[config.mk]
export PLATFORM = sky130hd
export DESIGN_NAME = gpio_bank_ctrl
export DESIGN_NICKNAME = d
export VERILOG_FILES = /design/src/rtl/gpio_ctl_pkg.sv /design/src/rtl/gpio_sync.sv /design/src/rtl/gpio_bank.sv /design/src/rtl/gpio_bank_ctrl.sv
export SDC_FILE = /design/constraint.sdc
export NUM_CORES = 2
export LEC_CHECK = 0
export BUFFER_PORTS_ARGS = -buffer_cell sky130_fd_sc_hd__buf_2
export CAP_MARGIN = 20
export CORE_ASPECT_RATIO = 0.8
export CORE_MARGIN = 10
export CORE_UTILIZATION = 30
export CTS_BUF_LIST = sky130_fd_sc_hd__clkbuf_4 sky130_fd_sc_hd__clkbuf_8 sky130_fd_sc_hd__clkbuf_16
export DETAILED_ROUTE_END_ITERATION = 6
export HOLD_SLACK_MARGIN = 0.12
export PLACE_DENSITY = 0.44
export SLEW_MARGIN = 30
export SYNTH_ARGS = -nofsm -noshare
export SYNTH_HDL_FRONTEND = slang
export SYNTH_SLANG_ARGS = --single-unit
[constraint.sdc]
create_clock -name clk_i -period 6.4 [get_ports clk_i]
set_clock_uncertainty 0.15 [all_clocks]
set_input_delay 1.6 -clock clk_i [delete_from_list [all_inputs] [get_ports clk_i]]
set_output_delay 1.6 -clock clk_i [all_outputs]
set_load 0.1 [all_outputs]
[src/rtl/gpio_ctl_pkg.sv]
package gpio_ctl_pkg;
  localparam int ADDR_W = 12;
  localparam int WORD_W = 32;

  typedef enum logic [3:0] {
    RK_NONE  = 4'd0,
    RK_LEVEL = 4'd1,
    RK_DIR   = 4'd2,
    RK_SET   = 4'd3,
    RK_CLR   = 4'd4,
    RK_RISE  = 4'd5,
    RK_FALL  = 4'd6,
    RK_MASK  = 4'd7,
    RK_SRC   = 4'd8,
    RK_TYPE  = 4'd9,
    RK_POL   = 4'd10,
    RK_WMASK = 4'd11,
    RK_WSRC  = 4'd12
  } reg_kind_e;

  localparam int NUM_KINDS = 12;

  function automatic logic [ADDR_W-1:0] base_of(reg_kind_e k);
    case (k)
      RK_LEVEL: base_of = 12'h004;
      RK_DIR:   base_of = 12'h01C;
      RK_SET:   base_of = 12'h034;
      RK_CLR:   base_of = 12'h04C;
      RK_RISE:  base_of = 12'h064;
      RK_FALL:  base_of = 12'h07C;
      RK_MASK:  base_of = 12'h0AC;
      RK_SRC:   base_of = 12'h0C4;
      RK_TYPE:  base_of = 12'h300;
      RK_POL:   base_of = 12'h318;
      RK_WMASK: base_of = 12'h400;
      RK_WSRC:  base_of = 12'h418;
      default:  base_of = '0;
    endcase
  endfunction
endpackage

[src/rtl/gpio_sync.sv]
module gpio_sync #(
  parameter int W = 32
) (
  input  logic         clk_i,
  input  logic         rst_ni,
  input  logic [W-1:0] d_i,
  output logic [W-1:0] q_o
);
  logic [W-1:0] meta_q, stab_q;

  always_ff @(posedge clk_i or negedge rst_ni) begin
    if (!rst_ni) begin
      meta_q <= '0;
      stab_q <= '0;
    end else begin
      meta_q <= d_i;
      stab_q <= meta_q;
    end
  end

  assign q_o = stab_q;
endmodule

[src/rtl/gpio_bank.sv]
module gpio_bank
  import gpio_ctl_pkg::*;
#(
  parameter int W = 32
) (
  input  logic         clk_i,
  input  logic         rst_ni,
  input  logic [W-1:0] sync_i,
  input  logic         wr_i,
  input  reg_kind_e    kind_i,
  input  logic [W-1:0] wdata_i,
  output logic [W-1:0] rdata_o,
  output logic [W-1:0] pin_o,
  output logic [W-1:0] oe_o,
  output logic         irq_o
);
  logic [W-1:0] out_q, dir_q, ren_q, fen_q, msk_q, src_q;
  logic [W-1:0] typ_q, pol_q, wmsk_q, wsrc_q, prev_q;
  logic [W-1:0] rise, fall, evt;

  assign rise = sync_i & ~prev_q;
  assign fall = ~sync_i & prev_q;

  // per pin: level type compares against polarity, edge type gated by enables
  always_comb begin
    for (int i = 0; i < W; i++)
      evt[i] = typ_q[i] ? (sync_i[i] ^ pol_q[i])
                        : ((rise[i] & ren_q[i]) | (fall[i] & fen_q[i]));
  end

  function automatic logic [W-1:0] upd(logic [W-1:0] cur, reg_kind_e k);
    return (wr_i && kind_i == k) ? wdata_i : cur;
  endfunction

  function automatic logic [W-1:0] w1c(reg_kind_e k);
    return (wr_i && kind_i == k) ? wdata_i : '0;
  endfunction

  always_ff @(posedge clk_i or negedge rst_ni) begin
    if (!rst_ni) begin
      out_q  <= '0;
      dir_q  <= '0;
      ren_q  <= '0;
      fen_q  <= '0;
      msk_q  <= '0;
      src_q  <= '0;
      typ_q  <= '0;
      pol_q  <= '0;
      wmsk_q <= '0;
      wsrc_q <= '0;
      prev_q <= '0;
    end else begin
      prev_q <= sync_i;
      out_q  <= (out_q | w1c(RK_SET)) & ~w1c(RK_CLR);
      dir_q  <= upd(dir_q, RK_DIR);
      ren_q  <= upd(ren_q, RK_RISE);
      fen_q  <= upd(fen_q, RK_FALL);
      msk_q  <= upd(msk_q, RK_MASK);
      typ_q  <= upd(typ_q, RK_TYPE);
      pol_q  <= upd(pol_q, RK_POL);
      wmsk_q <= upd(wmsk_q, RK_WMASK);
      // event wins over a same-cycle clear
      src_q  <= (src_q & ~w1c(RK_SRC)) | evt;
      wsrc_q <= (wsrc_q & ~w1c(RK_WSRC)) | (evt & wmsk_q);
    end
  end

  always_comb begin
    case (kind_i)
      RK_LEVEL: rdata_o = sync_i;
      RK_DIR:   rdata_o = dir_q;
      RK_RISE:  rdata_o = ren_q;
      RK_FALL:  rdata_o = fen_q;
      RK_MASK:  rdata_o = msk_q;
      RK_SRC:   rdata_o = src_q;
      RK_TYPE:  rdata_o = typ_q;
      RK_POL:   rdata_o = pol_q;
      RK_WMASK: rdata_o = wmsk_q;
      RK_WSRC:  rdata_o = wsrc_q;
      default:  rdata_o = '0;
    endcase
  end

  assign pin_o = out_q;
  assign oe_o  = dir_q;
  assign irq_o = |(src_q & msk_q);

  a_r3_set_drives_high: assert property (@(posedge clk_i) disable iff (!rst_ni)
    (wr_i && kind_i == RK_SET) |=> ((pin_o & $past(wdata_i)) == $past(wdata_i)));

  a_r4_clr_drives_low: assert property (@(posedge clk_i) disable iff (!rst_ni)
    (wr_i && kind_i == RK_CLR) |=> ((pin_o & $past(wdata_i)) == '0));

  a_r9_w1c_clears: assert property (@(posedge clk_i) disable iff (!rst_ni)
    (wr_i && kind_i == RK_SRC) |=> ((src_q & $past(wdata_i) & ~$past(evt)) == '0));

  a_r9_event_wins: assert property (@(posedge clk_i) disable iff (!rst_ni)
    (|evt) |=> ((src_q & $past(evt)) == $past(evt)));

  a_r11_wake_only_masked: assert property (@(posedge clk_i) disable iff (!rst_ni)
    ((wsrc_q & ~$past(wsrc_q) & ~$past(wmsk_q)) == '0));

  a_r5_oe_holds: assert property (@(posedge clk_i) disable iff (!rst_ni)
    !(wr_i && kind_i == RK_DIR) |=> $stable(oe_o));
endmodule

[src/rtl/gpio_bank_ctrl.sv]
module gpio_bank_ctrl
  import gpio_ctl_pkg::*;
#(
  parameter int NUM_BANKS = 2,  // register windows allow up to 6
  parameter int BANK_W    = 32,
  localparam int NPINS    = NUM_BANKS * BANK_W,
  localparam int BSEL_W   = (NUM_BANKS > 1) ? $clog2(NUM_BANKS) : 1
) (
  input  logic              clk_i,
  input  logic              rst_ni,
  input  logic [ADDR_W-1:0] addr_i,
  input  logic              we_i,
  input  logic [BANK_W-1:0] wdata_i,
  output logic [BANK_W-1:0] rdata_o,
  input  logic [NPINS-1:0]  pin_i,
  output logic [NPINS-1:0]  pin_o,
  output logic [NPINS-1:0]  pin_oe_o,
  output logic              irq_o
);
  reg_kind_e         hit_kind;
  logic [BSEL_W-1:0] hit_bank;
  logic [NPINS-1:0]  pin_sync;
  logic [BANK_W-1:0] bank_rd [NUM_BANKS];
  logic [NUM_BANKS-1:0] bank_irq;

  always_comb begin
    hit_kind = RK_NONE;
    hit_bank = '0;
    for (int k = 1; k <= NUM_KINDS; k++) begin
      for (int b = 0; b < NUM_BANKS; b++) begin
        if (addr_i == base_of(reg_kind_e'(k)) + ADDR_W'(4 * b)) begin
          hit_kind = reg_kind_e'(k);
          hit_bank = BSEL_W'(b);
        end
      end
    end
  end

  gpio_sync #(.W(NPINS)) u_sync (
    .clk_i (clk_i),
    .rst_ni(rst_ni),
    .d_i   (pin_i),
    .q_o   (pin_sync)
  );

  for (genvar b = 0; b < NUM_BANKS; b++) begin : g_bank
    logic bank_sel;
    assign bank_sel = (hit_bank == BSEL_W'(b)) && (hit_kind != RK_NONE);

    gpio_bank #(.W(BANK_W)) u_bank (
      .clk_i  (clk_i),
      .rst_ni (rst_ni),
      .sync_i (pin_sync[b*BANK_W +: BANK_W]),
      .wr_i   (we_i && bank_sel),
      .kind_i (bank_sel ? hit_kind : RK_NONE),
      .wdata_i(wdata_i),
      .rdata_o(bank_rd[b]),
      .pin_o  (pin_o[b*BANK_W +: BANK_W]),
      .oe_o   (pin_oe_o[b*BANK_W +: BANK_W]),
      .irq_o  (bank_irq[b])
    );
  end

  always_comb begin
    rdata_o = '0;
    for (int b = 0; b < NUM_BANKS; b++)
      rdata_o |= bank_rd[b];
  end

  assign irq_o = |bank_irq;

  a_r12_unmapped_reads_zero: assert property (@(posedge clk_i) disable iff (!rst_ni)
    (hit_kind == RK_NONE) |-> (rdata_o == '0));
endmodule

# After elaboration in Yosys (flattened, before gate mapping)
# Index checks and enable logic that the tools add are counted.
word_totals:
  word_cells: 511
  ramBits: 0
  mem_bits_ro: 0
  memories: 0
  out_inout_bits: 161
  input_bits: 111
  regBits: 832
  latch_bits: 0
classes:
  magnitude_cmp: 0
  mul: 0
  n_addsub: 0
  bitwise: 288
  shifts: 0
  reduce_logical: 28
  div: 0
  mux: 123
  n_eq_ne: 48
ops:
  columns: ["cell", "count"]
  rows:
  - ["case mux 32 bit (10 select lines)", 2]
  - ["AND 32 bit", 14]
  - ["inverter 32 bit", 10]
  - ["2-to-1 mux 32 bit", 8]
  - ["OR 32 bit", 7]
  - ["AND 1 bit", 128]
  - ["2-to-1 mux 1 bit", 89]
  - ["OR 1 bit", 64]
  - ["OR reduction 64 bit", 1]
  - ["XOR 1 bit", 64]
  - ["== test 12 x 7 -> 1 bit, second input constant", 5]
  - ["== test 12 x 8 -> 1 bit, second input constant", 5]
  - ["== test 12 x 10 -> 1 bit, second input constant", 4]
  - ["== test 12 x 11 -> 1 bit, second input constant", 4]
  - ["2-to-1 mux 4 bit", 12]
  - ["== test 4 bit, second input constant", 10]
  - ["== test 12 x 6 -> 1 bit, second input constant", 3]
  - ["== test 4 x 3 -> 1 bit, second input constant", 8]
  - ["logical AND 1 bit", 26]
  - ["2-to-1 mux 3 bit", 8]
  - ["== test 4 x 2 -> 1 bit, second input constant", 4]
  - ["== test 12 x 3 -> 1 bit, second input constant", 1]
  - ["== test 12 x 4 -> 1 bit, second input constant", 1]
  - ["== test 12 x 5 -> 1 bit, second input constant", 1]
  - ["4 further kinds", 8]

# Longest topological paths before layout
logic_depth:
  ltp_word: 34
  mapped_depth: 12

# By module
# From an unflattened synthesis, not the netlist that was laid out.
hier_totals:
  cells_unflattened: 2998
  hier_area_um2: 37462.2
modules_own_cells:
  columns: ["module", "seq_area_each_um2", "instances", "area_per_inst_um2", "cells_each"]
  rows:
  - ["gpio_bank (g_bank[1].u_bank)", 8808.4, 1, 16828.6, 1372]
  - ["gpio_bank (g_bank[0].u_bank)", 8808.4, 1, 16657.2, 1381]
  - ["gpio_sync", 3203.1, 1, 3203.1, 128]
  - ["gpio_bank_ctrl", 0.0, 1, 773.2, 117]

# Least setup slack after synthesis
# OpenSTA, ideal clock, no wires.
synth_timing:
  path_kind: "input port to output port"
  startpoint: "in addr_i[7]"
  endpoint: "out rdata_o[26]"
  slack_ps: -923
  stages: 9
  n_path_buf: 3
  required_ps: 4650
  arrival_ps: 5573
  path_cell_list: "buf_2 -> nor2b_1 -> buf_2 -> and4_1 -> clkbuf_1 -> or4_4 -> nor4_1 -> o2111ai_1 -> o21ai_0"
synth_between:
  elab_chain_cells: 31
  elab_cells_between_ends: 100
  cone_classes: "44 x eq/ne; 51 x mux; 2 x bitwise; 3 x reduce/logical"
synth_rtl:
  columns: ["item", "line", "text"]
  rows:
  - ["from (decl)", "gpio_bank_ctrl.sv:11", "input logic [ADDR_W-1:0] addr_i,"]
  - ["== test 12 x 3 -> 1 bit", "gpio_bank_ctrl.sv:31", "if (addr_i == base_of(reg_kind_e'(k)) + ADDR_W'(4 * b)) begin"]
  - ["2-to-1 mux 1 bit (2 in series)", "gpio_bank_ctrl.sv:31", null]
  - ["2-to-1 mux 2 bit (4 in series)", "gpio_bank_ctrl.sv:31", null]
  - ["2-to-1 mux 3 bit (8 in series)", "gpio_bank_ctrl.sv:31", null]
  - ["2-to-1 mux 4 bit (10 in series)", "gpio_bank_ctrl.sv:31", null]
  - ["nonzero test 4 bit", "gpio_bank_ctrl.sv:48", "assign bank_sel = (hit_bank == BSEL_W'(b)) && (hit_kind != RK_NONE);"]
  - ["logical AND 1 bit", "gpio_bank_ctrl.sv:48", null]
  - ["2-to-1 mux 4 bit", "gpio_bank_ctrl.sv:55", ".kind_i (bank_sel ? hit_kind : RK_NONE),"]
  - ["== test 4 bit, or another cell as far along", "gpio_bank.sv:69", "case (kind_i)"]
  - ["case mux 32 bit (10 select lines)", "gpio_bank.sv:69", null]
  - ["OR 32 bit *", "gpio_bank_ctrl.sv:67", "rdata_o |= bank_rd[b];"]
  - ["to (decl)", "gpio_bank_ctrl.sv:14", "output logic [BANK_W-1:0] rdata_o,"]
# Every way passes the cells marked *; elsewhere a longest branch is shown, timed or not.

# Worst setup path in the final report
layout_timing:
  startpoint: "in addr_i[4]"
  endpoint: "out rdata_o[0]"
# Same word-level chain as after synthesis.

==> out/results.ini <==
[drt]
final_antenna_net_count=0
via_count=28600
drt-vias-per-instance=5.79
drt_pass1_iterations=7
wl_per_cell_microns=31.5
drt-initial-drc-count=3160
wl_mm=156
drcViolationCount=3

[final_layout]
multi_input_area_sq_um=14300
fill_cells=11600
final_layout_size_suffix_gt1_frac=0.271
syn_to_final_growth_pct=21.2
final_cell_area_sq_um=43700
num-nets-final=3360
final_common_cell=dfrtp_1
seqCellArea_sq_um=20800
mostFrequentLayoutCells=dfrtp_1, mux2_2, nand2_1
layout.cells.non_filler=4932

[clock_network]
clkTransAtPathRegs_ps=60
holdBufCountCts=0
cts_root_buf=clkbuf_16
cts_inserted_buffers=92
clockBufferDepth=3
htree_levels=3
clkLatencyLatePin_ps=700
clock-sinks=832
cts_tree=yes

[critical_path]
r2r_cells=5
critPathKind=input port to primary output
crit_arrival_ps=4510
end_kind=primary output
reg2reg_slack_ps=4970
reg2reg_from=u_sync.q_o[31]$_DFF_PN0_
r2r_end=g_bank[0].u_bank.wsrc_q[31]$_DFF_PN0_
required_ps=4650
crit_path_start_kind=input port
cp_max_fo=13

[sta]
period_share=0.978
rsz0062_at_grt=yes
hold_viol=0
slew_violations=0
worst_hold_slack_ps=194
period_minus_slack_ps=6260
setup_viol=0
tightest_slew_ps=1020
timing.final.ws_setup_ps=142
relSlewSlack=0.320
max_freq_mhz=160

[yosys]
synthDominantCellAreaShare=0.577
ys_warn_count=0
ys_seq_elements=832
synthTopCellsByArea=dfrtp_1, mux2_2, mux2_1
synth_nets=3108
synth_top_cell_by_area=dfrtp_1
ys_types=70
synthFlopType=dfrtp_1
ys_async_sr_fraction=1.00
syn-cell-area_sq_um=36100
syn_inst=2997
seq_area_frac_synth=0.577
synth-edff-count=0
avgSynthCellArea_sq_um=12.0

[power]
p_leak_nw=20.2
total_power_mw=11.4
vdd_ir_drop_max_uv=178
power.density_nw_per_um2=261

[grt]
grt.busiest_layer=met2
grt_max_degree=118
grt_pass1_vias=28700
use_met1=0.311
grt_first_pass_wirelength_mm=221
grt_use_met3=0.0542
grt_usage=0.224
antenna_found_initial=8
gr-total-overflow=0
grt_use_met2=0.339

[place]
dpl-instance-area_sq_um=40400
dpl.cell_count=4762
place_ws_ps=-64.6
portBuffers=271
hpwl_mm=101
gp_congestion=0.854

[floorplan]
die_x_microns=408
fp-row-count=113
io_pins=272
die_h_microns=330
core_area_sq_um=119000
die-area_sq_um=135000
start_util=0.303

[job]
maxCapViolations=0

[outcome]
status=complete, but fails checks
violations=DRC

[hold_path]
hp-start=u_sync.meta_q[14]$_DFF_PN0_
hp-class=register to register
worstHoldPathCells=0
min_to=u_sync.q_o[14]$_DFF_PN0_

## report_power, final
group	switching [mW]	total, mW	internal, mW	leakage [nW]
clock network	2.28	5.62	3.35	1.61
registers	0.0667	5.40	5.33	10.8
logic	0.282	0.370	0.0880	7.79
total	2.63	11.4	8.77	20.2
## through the flow
stage,util,setup TNS [ps]
after floorplan,-,-326
after global placement,0.340,-6230
after detailed placement,0.340,-204
after CTS,0.367,0
after global routing,0.367,-1.82
final,0.367,0
## worst max-delay path: stages
cell,delay [ps]
buf_2,110
buf_4,180
or4_1,470
buf_4,220
a2111oi_4,290
a311oi_2,170
nor4_4,300
o2111a_2,390
buf_6,210
a2111o_1,340
buf_12,220
## state kept, by name, indices dropped and copies added (netlist names)
register              flops
g_bank.u_bank.pin_o      64
u_sync.meta_q            64
g_bank.u_bank.fen_q      64
g_bank.u_bank.pol_q      64
g_bank.u_bank.wmsk_q     64
g_bank.u_bank.oe_o       64
g_bank.u_bank.ren_q      64
u_sync.q_o               64
g_bank.u_bank.wsrc_q     64
g_bank.u_bank.msk_q      64
g_bank.u_bank.src_q      64
g_bank.u_bank.prev_q     64
g_bank.u_bank.typ_q      64
## layout make-up
| class | instances | share of cell area |
|---|---|---|
| clock inverter | 31 | 0.00933 |
| multi-input combinational | 1901 | 0.328 |
| inverter | 13 | 0.00112 |
| timing repair buffer | 409 | 0.0753 |
| clock buffer | 134 | 0.0639 |
| tap | 1610 | 0.0461 |
| antenna | 2 | 0.000115 |
| sequential | 832 | 0.476 |
## timing repair
item | 4_1_cts | 5_1_grt
setup buffers | 1 | 0
gates resized for setup | 1 | 2
pin swaps | 1 | 1
endpoints found under the hold margin | 0 | 0
endpoints found under the setup margin | 8 | 2
## metal layers
metal | wire length (microns) | vias to the layer above
met5 | 9 | -
met4 | 5820 | 2
met3 | 13400 | 329
met2 | 68100 | 1463
met1 | 68200 | 15000
li1 | - | 11800
## cell families (layout without fill, tap and decap cells)
logic type             count (synthesis)  count (layout)  synth area share
other                                  0               2                 0
flip-flops                           832             832             0.577
multiplexers                         455             455             0.142
AO/OA/AOI/OAI                        812             812             0.163
AND/OR/NAND/NOR                      628             628            0.0859
buffers and inverters                264             587            0.0305
XOR/XNOR                               6               6           0.00146
## cells in the mapped netlist (5+ instances only)
cell type / number
xnor2_1: 5
nor2b_1: 59
dfrtp_1: 832
and3_1: 18
o211ai_1: 6
a221oi_1: 27
mux2_1: 171
clkbuf_1: 164
a22o_1: 92
or3_1: 5
a222oi_1: 72
a2111o_1: 13
inv_1: 13
a21oi_1: 74
nand2_1: 255
nand4_1: 22
or4_1: 5
and4_1: 8
a31oi_1: 130
nand3_1: 84
nor2_1: 86
mux2_2: 279
a21o_1: 63
and2_1: 38
a211o_1: 13
buf_1: 20
mux2i_1: 5
a22oi_1: 162
nor3_1: 11
buf_2: 61
o21ai_0: 132
## how the worst max path moves through the flow
stage | from | cells after the start | slack, ps | to
finish | addr_i[4] | 11 | 140 | rdata_o[0]
global route | addr_i[4] | 11 | -2 | rdata_o[22]
CTS | addr_i[4] | 11 | 80 | rdata_o[13]
detailed placement | addr_i[9] | 10 | -60 | rdata_o[0]
global placement | addr_i[9] | 10 | -380 | rdata_o[0]
floorplan | addr_i[2] | 7 | -140 | rdata_o[21]
Power figures use the tool's default switching activity.
